[src/rtl/hmp_pkg.sv]
package hmp_pkg;

  localparam int unsigned BUS_W  = 16;
  localparam int unsigned LOC_W  = 14;
  localparam int unsigned PAGE_W = 8;
  localparam int unsigned PW_W   = 24;

  typedef enum logic [1:0] {
    REQ_LOAD = 2'd0,
    REQ_RD   = 2'd1,
    REQ_WR   = 2'd2
  } req_e;

  typedef enum logic [1:0] {
    CW_LOC  = 2'd0,
    CW_PAGE = 2'd1,
    CW_BAD  = 2'd2
  } cw_kind_e;

  typedef struct packed {
    cw_kind_e           kind;
    logic               prog;
    logic [LOC_W-1:0]   loc;
    logic [PAGE_W-1:0]  page;
  } cw_t;

  function automatic cw_t cw_decode(input logic [BUS_W-1:0] w);
    cw_t r;
    r.prog = w[14];
    r.loc  = w[LOC_W-1:0];
    r.page = w[PAGE_W-1:0];
    if (!w[15])              r.kind = CW_LOC;
    else if (w[14:8] == '0)  r.kind = CW_PAGE;
    else                     r.kind = CW_BAD;
    return r;
  endfunction

endpackage

[src/rtl/hmp_sync.sv]
module hmp_sync #(
  parameter int unsigned N = 4
) (
  input  logic         clk,
  input  logic         rst_n,
  input  logic [N-1:0] raw,
  output logic [N-1:0] lvl,
  output logic [N-1:0] lvl_q
);

  for (genvar i = 0; i < N; i++) begin : g_bit
    logic st1, st2, st3;
    always_ff @(posedge clk or negedge rst_n) begin
      if (!rst_n) begin
        st1 <= 1'b0;
        st2 <= 1'b0;
        st3 <= 1'b0;
      end else begin
        st1 <= raw[i];
        st2 <= st1;
        st3 <= st2;
      end
    end
    assign lvl[i]   = st2;
    assign lvl_q[i] = st3;
  end

endmodule

[src/rtl/hmp_ram.sv]
module hmp_ram #(
  parameter int unsigned W  = 16,
  parameter int unsigned AW = 6
) (
  input  logic          clk,
  input  logic          we,
  input  logic [AW-1:0] addr,
  input  logic [W-1:0]  wdata,
  output logic [W-1:0]  rdata
);

  localparam int unsigned DEPTH = 1 << AW;

  logic [W-1:0] mem [DEPTH];

  always_ff @(posedge clk) begin
    if (we) mem[addr] <= wdata;
  end

  assign rdata = mem[addr];

endmodule

[src/rtl/hmp_ctrl.sv]
module hmp_ctrl
  import hmp_pkg::*;
#(
  parameter int unsigned    RAM_AW   = 6,
  parameter logic [LOC_W-1:0] CFG_ADDR = 14'h3FE0
) (
  input  logic              clk,
  input  logic              rst_n,
  input  logic              ev_load,
  input  logic              ev_rd,
  input  logic              ev_wr,
  input  logic [BUS_W-1:0]  bus_in,
  input  logic              core_we,
  input  logic [LOC_W-1:0]  core_addr,
  input  logic [BUS_W-1:0]  core_wdata,
  output logic              busy,
  output logic [BUS_W-1:0]  rdata,
  output logic [PAGE_W-1:0] page,
  output logic              err,
  output logic              pm_we,
  output logic              dm_we,
  output logic [RAM_AW-1:0] mem_addr,
  output logic [PW_W-1:0]   pm_wdata,
  output logic [BUS_W-1:0]  dm_wdata,
  input  logic [PW_W-1:0]   pm_rdata,
  input  logic [BUS_W-1:0]  dm_rdata
);

  logic               op_q,    op_n;
  req_e               kind_q,  kind_n;
  logic [BUS_W-1:0]   word_q,  word_n;
  logic [LOC_W-1:0]   loc_q,   loc_n;
  logic               prog_q,  prog_n;
  logic               half_q,  half_n;
  logic [PAGE_W-1:0]  page_q,  page_n;
  logic               err_q,   err_n;
  logic [BUS_W-1:0]   hold_q,  hold_n;
  logic [BUS_W-1:0]   rdata_q, rdata_n;
  logic               cw_app;
  logic [BUS_W-1:0]   cw_word;
  cw_t                cw;

  always_comb begin
    op_n    = 1'b0;
    kind_n  = kind_q;
    word_n  = word_q;
    loc_n   = loc_q;
    prog_n  = prog_q;
    half_n  = half_q;
    page_n  = page_q;
    err_n   = err_q;
    hold_n  = hold_q;
    rdata_n = rdata_q;
    pm_we   = 1'b0;
    dm_we   = 1'b0;
    cw_app  = 1'b0;
    cw_word = '0;

    if (!op_q && (ev_load || ev_wr || ev_rd)) begin
      op_n   = 1'b1;
      word_n = bus_in;
      kind_n = ev_load ? REQ_LOAD : (ev_wr ? REQ_WR : REQ_RD);
    end

    if (op_q) begin
      case (kind_q)
        REQ_LOAD: begin
          cw_app  = 1'b1;
          cw_word = word_q;
        end
        REQ_WR: begin
          if (prog_q) begin
            if (!half_q) begin
              hold_n = word_q;
              half_n = 1'b1;
            end else begin
              pm_we  = 1'b1;
              half_n = 1'b0;
              loc_n  = loc_q + 1'b1;
            end
          end else begin
            dm_we = 1'b1;
            loc_n = loc_q + 1'b1;
          end
        end
        default: begin
          if (prog_q) begin
            rdata_n = half_q ? {8'h00, pm_rdata[7:0]} : pm_rdata[PW_W-1:8];
            half_n  = ~half_q;
            if (half_q) loc_n = loc_q + 1'b1;
          end else begin
            rdata_n = dm_rdata;
            loc_n   = loc_q + 1'b1;
          end
        end
      endcase
    end else if (core_we && core_addr == CFG_ADDR) begin
      cw_app  = 1'b1;
      cw_word = core_wdata;
    end

    cw = cw_decode(cw_word);
    if (cw_app) begin
      case (cw.kind)
        CW_LOC: begin
          loc_n  = cw.loc;
          prog_n = cw.prog;
          half_n = 1'b0;
        end
        CW_PAGE: page_n = cw.page;
        default: err_n  = 1'b1;
      endcase
    end
  end

  always_ff @(posedge clk or negedge rst_n) begin
    if (!rst_n) begin
      op_q    <= 1'b0;
      kind_q  <= REQ_LOAD;
      word_q  <= '0;
      loc_q   <= '0;
      prog_q  <= 1'b0;
      half_q  <= 1'b0;
      page_q  <= '0;
      err_q   <= 1'b0;
      hold_q  <= '0;
      rdata_q <= '0;
    end else begin
      op_q    <= op_n;
      kind_q  <= kind_n;
      word_q  <= word_n;
      loc_q   <= loc_n;
      prog_q  <= prog_n;
      half_q  <= half_n;
      page_q  <= page_n;
      err_q   <= err_n;
      hold_q  <= hold_n;
      rdata_q <= rdata_n;
    end
  end

  assign busy     = op_q;
  assign rdata    = rdata_q;
  assign page     = page_q;
  assign err      = err_q;
  assign mem_addr = loc_q[RAM_AW-1:0];
  assign pm_wdata = {hold_q, word_q[7:0]};
  assign dm_wdata = word_q;

  AST_ACCESS_ONE_CYCLE: assert property (@(posedge clk) disable iff (!rst_n)
    op_q |=> !op_q);
  AST_ERR_STICKY: assert property (@(posedge clk) disable iff (!rst_n)
    err_q |=> err_q);
  AST_BAD_WORD_DROPPED: assert property (@(posedge clk) disable iff (!rst_n)
    (cw_app && cw.kind == CW_BAD) |=> ($stable(loc_q) && $stable(page_q) && $stable(prog_q)));
  AST_PAGE_ONLY_BY_WORD: assert property (@(posedge clk) disable iff (!rst_n)
    !(cw_app && cw.kind == CW_PAGE) |=> $stable(page_q));
  AST_DATA_STEP: assert property (@(posedge clk) disable iff (!rst_n)
    (op_q && kind_q != REQ_LOAD && !prog_q) |=> loc_q == LOC_W'($past(loc_q) + 1'b1));
  AST_PROG_FIRST_HOLD: assert property (@(posedge clk) disable iff (!rst_n)
    (op_q && kind_q != REQ_LOAD && prog_q && !half_q) |=> $stable(loc_q));
  AST_PROG_SECOND_STEP: assert property (@(posedge clk) disable iff (!rst_n)
    (op_q && kind_q != REQ_LOAD && prog_q && half_q) |=> loc_q == LOC_W'($past(loc_q) + 1'b1));

endmodule

[src/rtl/hostmem_port.sv]
module hostmem_port
  import hmp_pkg::*;
#(
  parameter int unsigned RAM_AW = 6
) (
  input  logic              clk,
  input  logic              rst_n,
  input  logic              h_sel,
  input  logic              h_latch,
  input  logic              h_rd,
  input  logic              h_wr,
  input  logic [BUS_W-1:0]  h_ad_in,
  output logic [BUS_W-1:0]  h_ad_out,
  output logic              h_ad_oe,
  output logic              h_ack,
  input  logic              core_we,
  input  logic [LOC_W-1:0]  core_addr,
  input  logic [BUS_W-1:0]  core_wdata,
  output logic [PAGE_W-1:0] ovl_page,
  output logic              cw_err
);

  localparam int unsigned I_SEL = 0;
  localparam int unsigned I_LAT = 1;
  localparam int unsigned I_RD  = 2;
  localparam int unsigned I_WR  = 3;
  localparam int unsigned N_STB = 4;

  logic              rst_m, rst_s;
  logic [N_STB-1:0]  lvl, lvl_q;
  logic              sel_ok, ev_load, ev_rd, ev_wr, busy;
  logic              pm_we, dm_we;
  logic [RAM_AW-1:0] mem_addr;
  logic [PW_W-1:0]   pm_wdata, pm_rdata;
  logic [BUS_W-1:0]  dm_wdata, dm_rdata;

  always_ff @(posedge clk or negedge rst_n) begin
    if (!rst_n) begin
      rst_m <= 1'b0;
      rst_s <= 1'b0;
    end else begin
      rst_m <= 1'b1;
      rst_s <= rst_m;
    end
  end

  hmp_sync #(.N(N_STB)) u_sync (
    .clk   (clk),
    .rst_n (rst_s),
    .raw   ({h_wr, h_rd, h_latch, h_sel}),
    .lvl   (lvl),
    .lvl_q (lvl_q)
  );

  assign sel_ok  = lvl[I_SEL] & lvl_q[I_SEL];
  assign ev_load = sel_ok & ~lvl[I_LAT] & lvl_q[I_LAT];
  assign ev_rd   = sel_ok &  lvl[I_RD]  & ~lvl_q[I_RD] & ~lvl[I_LAT];
  assign ev_wr   = sel_ok &  lvl[I_WR]  & ~lvl_q[I_WR] & ~lvl[I_LAT];

  hmp_ctrl #(.RAM_AW(RAM_AW)) u_ctrl (
    .clk        (clk),
    .rst_n      (rst_s),
    .ev_load    (ev_load),
    .ev_rd      (ev_rd),
    .ev_wr      (ev_wr),
    .bus_in     (h_ad_in),
    .core_we    (core_we),
    .core_addr  (core_addr),
    .core_wdata (core_wdata),
    .busy       (busy),
    .rdata      (h_ad_out),
    .page       (ovl_page),
    .err        (cw_err),
    .pm_we      (pm_we),
    .dm_we      (dm_we),
    .mem_addr   (mem_addr),
    .pm_wdata   (pm_wdata),
    .dm_wdata   (dm_wdata),
    .pm_rdata   (pm_rdata),
    .dm_rdata   (dm_rdata)
  );

  hmp_ram #(.W(PW_W), .AW(RAM_AW)) u_pm (
    .clk   (clk),
    .we    (pm_we),
    .addr  (mem_addr),
    .wdata (pm_wdata),
    .rdata (pm_rdata)
  );

  hmp_ram #(.W(BUS_W), .AW(RAM_AW)) u_dm (
    .clk   (clk),
    .we    (dm_we),
    .addr  (mem_addr),
    .wdata (dm_wdata),
    .rdata (dm_rdata)
  );

  assign h_ack   = ~busy;
  assign h_ad_oe = h_sel & h_rd;

  AST_NO_DOUBLE_WRITE: assert property (@(posedge clk) disable iff (!rst_s)
    !(pm_we && dm_we));
  AST_DESELECT_QUIET: assert property (@(posedge clk) disable iff (!rst_s)
    !lvl[I_SEL] |=> h_ack);

endmodule

[config.mk]
export PLATFORM = sky130hd
export DESIGN_NAME = hostmem_port
export DESIGN_NICKNAME = d
export VERILOG_FILES = /design/src/rtl/hmp_pkg.sv /design/src/rtl/hmp_sync.sv /design/src/rtl/hmp_ram.sv /design/src/rtl/hmp_ctrl.sv /design/src/rtl/hostmem_port.sv
export SDC_FILE = /design/constraint.sdc
export NUM_CORES = 2
export LEC_CHECK = 0
export BUFFER_PORTS_ARGS = -buffer_cell sky130_fd_sc_hd__buf_2
export CAP_MARGIN = 5
export CORE_ASPECT_RATIO = 2
export CORE_UTILIZATION = 60
export CTS_CLUSTER_DIAMETER = 200
export DETAILED_ROUTE_END_ITERATION = 8
export PLACE_DENSITY = 0.74
export SLEW_MARGIN = 15
export SYNTH_ARGS = -nofsm -noshare
export SYNTH_HDL_FRONTEND = slang
export SYNTH_SLANG_ARGS = --single-unit
[constraint.sdc]
create_clock -name clk -period 3.01 [get_ports clk]
set_input_delay 0.4515 -clock clk [delete_from_list [all_inputs] [get_ports clk]]
set_output_delay 0.4515 -clock clk [all_outputs]
set_load 0.1 [all_outputs]
==> metrics.md <==
| Metric | Value |
|---|---|
| Status | `finished with violations` |
| LEAKAGE | `around 0.041 uW` |
| GPL Wtd Cong | `1.04` |
| Synth cell types | `72` |
| Die width | `292 um` |
| Data required, critical path | `3.79 ns` |
| Drt pass-1 iters | `9` |
| RSZ-0062 raised after global routing | `yes` |
| Largest net degree at the start of global routing | `about 80` |
| Vias in the first global route | `63,400` |
| Design Area, Final | `between 100,000 and 150,000 sq um` |
| FILL cells | `between 9,000 and 10,000` |
| Number of synthesized flops with an enable pin | `2,560` |
| Ports | `80` |
| CP Class | `reg2reg` |
| Layout cells sized above 1 | `28.4%` |
| All-Layer GR Usage | `between 40% and 50%` |
| Commonest cells post-synth | `edfxtp_1 (2,560), mux2i_1 (399), nor2_1 (345), a21oi_1 (299), nand2_1 (276)` |
| Max cap viols | `0` |
| F_max | `0.285 GHz` |
| Nets | `6,960` |
| Clk slew on worst S/H paths | `approximately 0.07 ns` |
| Hold Crit Class | `in2reg` |
| Final Hold Violating Endpoints | `1` |
| CTS tree | `built` |
| Crit start category | `flip-flop` |
| CTS buffer count | `between 200 and 250` |
| Top FF cell, synth | `edfxtp_1` |
| Worst R2R Setup Slack | `-0.50 ns` |
| Clk_skew | `0.0401 ns` |
| Area delta synth->final | `21.9%` |
| Final ANT Viol Nets | `0` |
| Htree depth | `4` |
| Clock Latency Late Sink | `slightly above 0.9 ns` |
| Total wire length | `365,000 um` |
| Worst-Margin Slew | `approximately 1.3 ns` |
| Initial Utilization | `around three fifths` |
| DP Wirelength | `between 200,000 and 250,000 um` |
| DR WL/cell | `39.6 um` |
| Via-per-instance ratio | `approximately 7` |
| Tmin final | `3.51 ns` |
| Largest cells by area after synthesis | `edfxtp_1 (76%), mux2i_1 (4.0%), dfrtp_1 (2.0%)` |
| First-pass GRT wire length | `slightly below 500,000 um` |
| Post-Synthesis Mean Instance Area | `between 15 and 20 sq um` |
| Failing checks | `hold timing, setup timing` |
| Nature of the critical path endpoint | `flip-flop` |
| Synth top area share | `around three quarters` |
| VDD IR max | `0.809 mV` |
| GRT overflow | `0` |
| Maximum clock path buffer count | `4` |
| Final Cycle Share | `117%` |
| DP Area | `113,000 sq um` |
| Post-synth ARST share | `under 10%` |
| Worst hold slack | `-0.00161 ns` |
| DR iter-0 viols | `about 9,000` |
| Power per Cell Area | `between 900 and 1000 nW/um^2` |
| Port bufs | `79` |
| Initial antenna violation count | `19` |
| Root Buffer Master | `clkbuf_16` |
| Sequential area share after synthesis | `78.2%` |
| Worst R2R Path Depth | `10` |
| Slew Limit Fails | `0` |
| Clock sink total | `2,642` |
| Yosys warnings | `0` |
| Total number of vias | `~65,000` |
| Core ar. | `167,000 sq um` |
| Syn_nets | `between 5,000 and 6,000` |
| Cell taking the most area after synthesis | `edfxtp_1` |
| Final worst slack | `-0.501 ns` |
| Post-route DRC | `0` |
| # rows | `around 210` |
| Final Setup Violations | `30` |
| CP arrival | `roughly 4.3 ns` |
| Die H | `around 580 um` |
| Cells on Worst Hold Path | `3` |
| Yosys reg bits | `2,642` |
| Worst slew margin | `about an eighth` |
| Synth Cell Area | `slightly above 100,000 sq um` |
| Most frequent cell after synthesis | `edfxtp_1` |
| Max Fanout on Critical Path | `14` |
| Die area | `about 170,000 sq um` |
| Syn Inst Count | `5,835` |
-- layer usage --
metal  share of wire [%]  track usage [%]  vias to the layer above
met1                  30             47.1                    32700
met5               0.012                0                        -
met4                  12             41.9                        6
li1                    -                -                    25800
met3                 9.4             7.79                     1367
met2                  48             68.9                     5034
-- cell families after synthesis --
kind of cell             Yosys count  synth area share, %
buffers and inverters            394                 2.00
flip-flops                      2642                 78.2
adder cells (fa/ha/maj)            2               0.0248
multiplexers                     593                 6.54
AO/OA/AOI/OAI                   1425                 9.93
other                              1              0.00372
AND/OR/NAND/NOR                  773                 3.24
XOR/XNOR                           5               0.0434
-- worst max-delay path, cell delays in order, from the launching register on --
cell and delay, ns:
dfrtp_4 0.57, buf_4 0.17, buf_4 0.15, inv_6 0.20
buf_8 0.25, o211ai_1 0.14, a222oi_1 0.94, buf_4 0.25
o221a_4 0.22, a31oi_2 0.16, a221o_1 0.29
-- cell type report --
cell class / count / area [sq um] / share of cell area, %
flip-flops and latches: 2642 / 79000 / 64.2
diodes: 15 / 37.5 / 0.0305
multi-input cells: 2799 / 21500 / 17.5
well taps: 2140 / 2680 / 2.18
clock buffers: 262 / 5730 / 4.66
inverters: 17 / 68.8 / 0.0559
clock inverters: 128 / 1280 / 1.04
repair buffers: 1227 / 12700 / 10.4
-- state kept, by name, indices dropped and copies added, names as in the netlist --
register and flops:
u_sync.g_bit.st1 4, u_pm.mem 1536, rst_m 1, u_ctrl.loc_q 6, u_ctrl.hold_q 16, u_ctrl.half_q 1
u_sync.g_bit.st2 4, u_ctrl.prog_q 1, u_ctrl.rdata 16, u_ctrl.kind_q 2, u_ctrl.page 8, u_ctrl.dm_wdata 16
u_ctrl.busy 1, u_dm.mem 1024, u_sync.g_bit.st3 4, u_ctrl.err 1, rst_s 1
-- repair_timing --
| action | CTS | global route |
|---|---|---|
| gates cloned | 4 | 7 |
| pin swaps | 45 | 87 |
| endpoints found under the hold margin | 34 | 0 |
| hold buffers | 32 | 0 |
| gates resized for setup | 181 | 161 |
| endpoints found under the setup margin | 16 | 20 |
| buffers inserted | 68 | 57 |
-- placed cells by master, fill, tap and decap left out, types with 15 or more instances in the layout --
cell type	n
o22ai_1	83
a21oi_2	17
buf_6	45
a21oi_1	281
clkinv_2	46
a221oi_1	152
buf_8	22
a221oi_2	37
diode_2	15
a22oi_1	245
buf_2	79
nor2_1	273
mux2i_1	389
nor2_2	60
bufinv_16	23
dlygate4sd3_1	32
o21ai_0	158
a211oi_1	25
o21ai_1	16
edfxtp_1	2560
nand2_1	268
a22o_1	67
nand4_1	19
dfrtp_2	25
buf_4	795
clkbuf_16	228
a221o_1	48
o211ai_1	61
mux2_2	150
mux4_2	36
clkbuf_1	36
clkinv_1	35
dfrtp_1	44
buf_12	232
nand3_1	20
a31oi_1	59
a222oi_1	47
-- per-stage QoR --
stage	power (uW)	TNS, ns	worst slack, ns	std cells	utilization (%)
global placement	85600	-7.16	-0.735	8664	67.5
detailed placement	86000	-7.59	-0.806	8664	67.5
floorplan	61700	-237.05	-0.377	5835	-
CTS	116000	-2.54	-0.330	9157	72.9
global route	122000	-4.26	-0.382	9217	73.7
finish	120000	-4.45	-0.501	9230	73.7
-- power by group --
group | switching (uW) | internal (uW)
logic | 30400 | 18700
registers | 1050 | 41600
clock network | 13100 | 15600
total | 44600 | 75900
-- path summary, 6_finish.rpt --
check                                          from                  end
worst max-delay path                u_ctrl.loc_q[2]     u_ctrl.rdata[14]
min in group asynchronous                     rst_n                rst_m
worst max register to register      u_ctrl.loc_q[2]     u_ctrl.rdata[14]
max in group asynchronous                     rst_s      u_ctrl.rdata[2]
worst min register to register  u_sync.g_bit[0].st1  u_sync.g_bit[0].st2
worst min-delay path                  core_wdata[3]       u_ctrl.page[3]
Note: power is estimated with default switching activity, not from simulation.
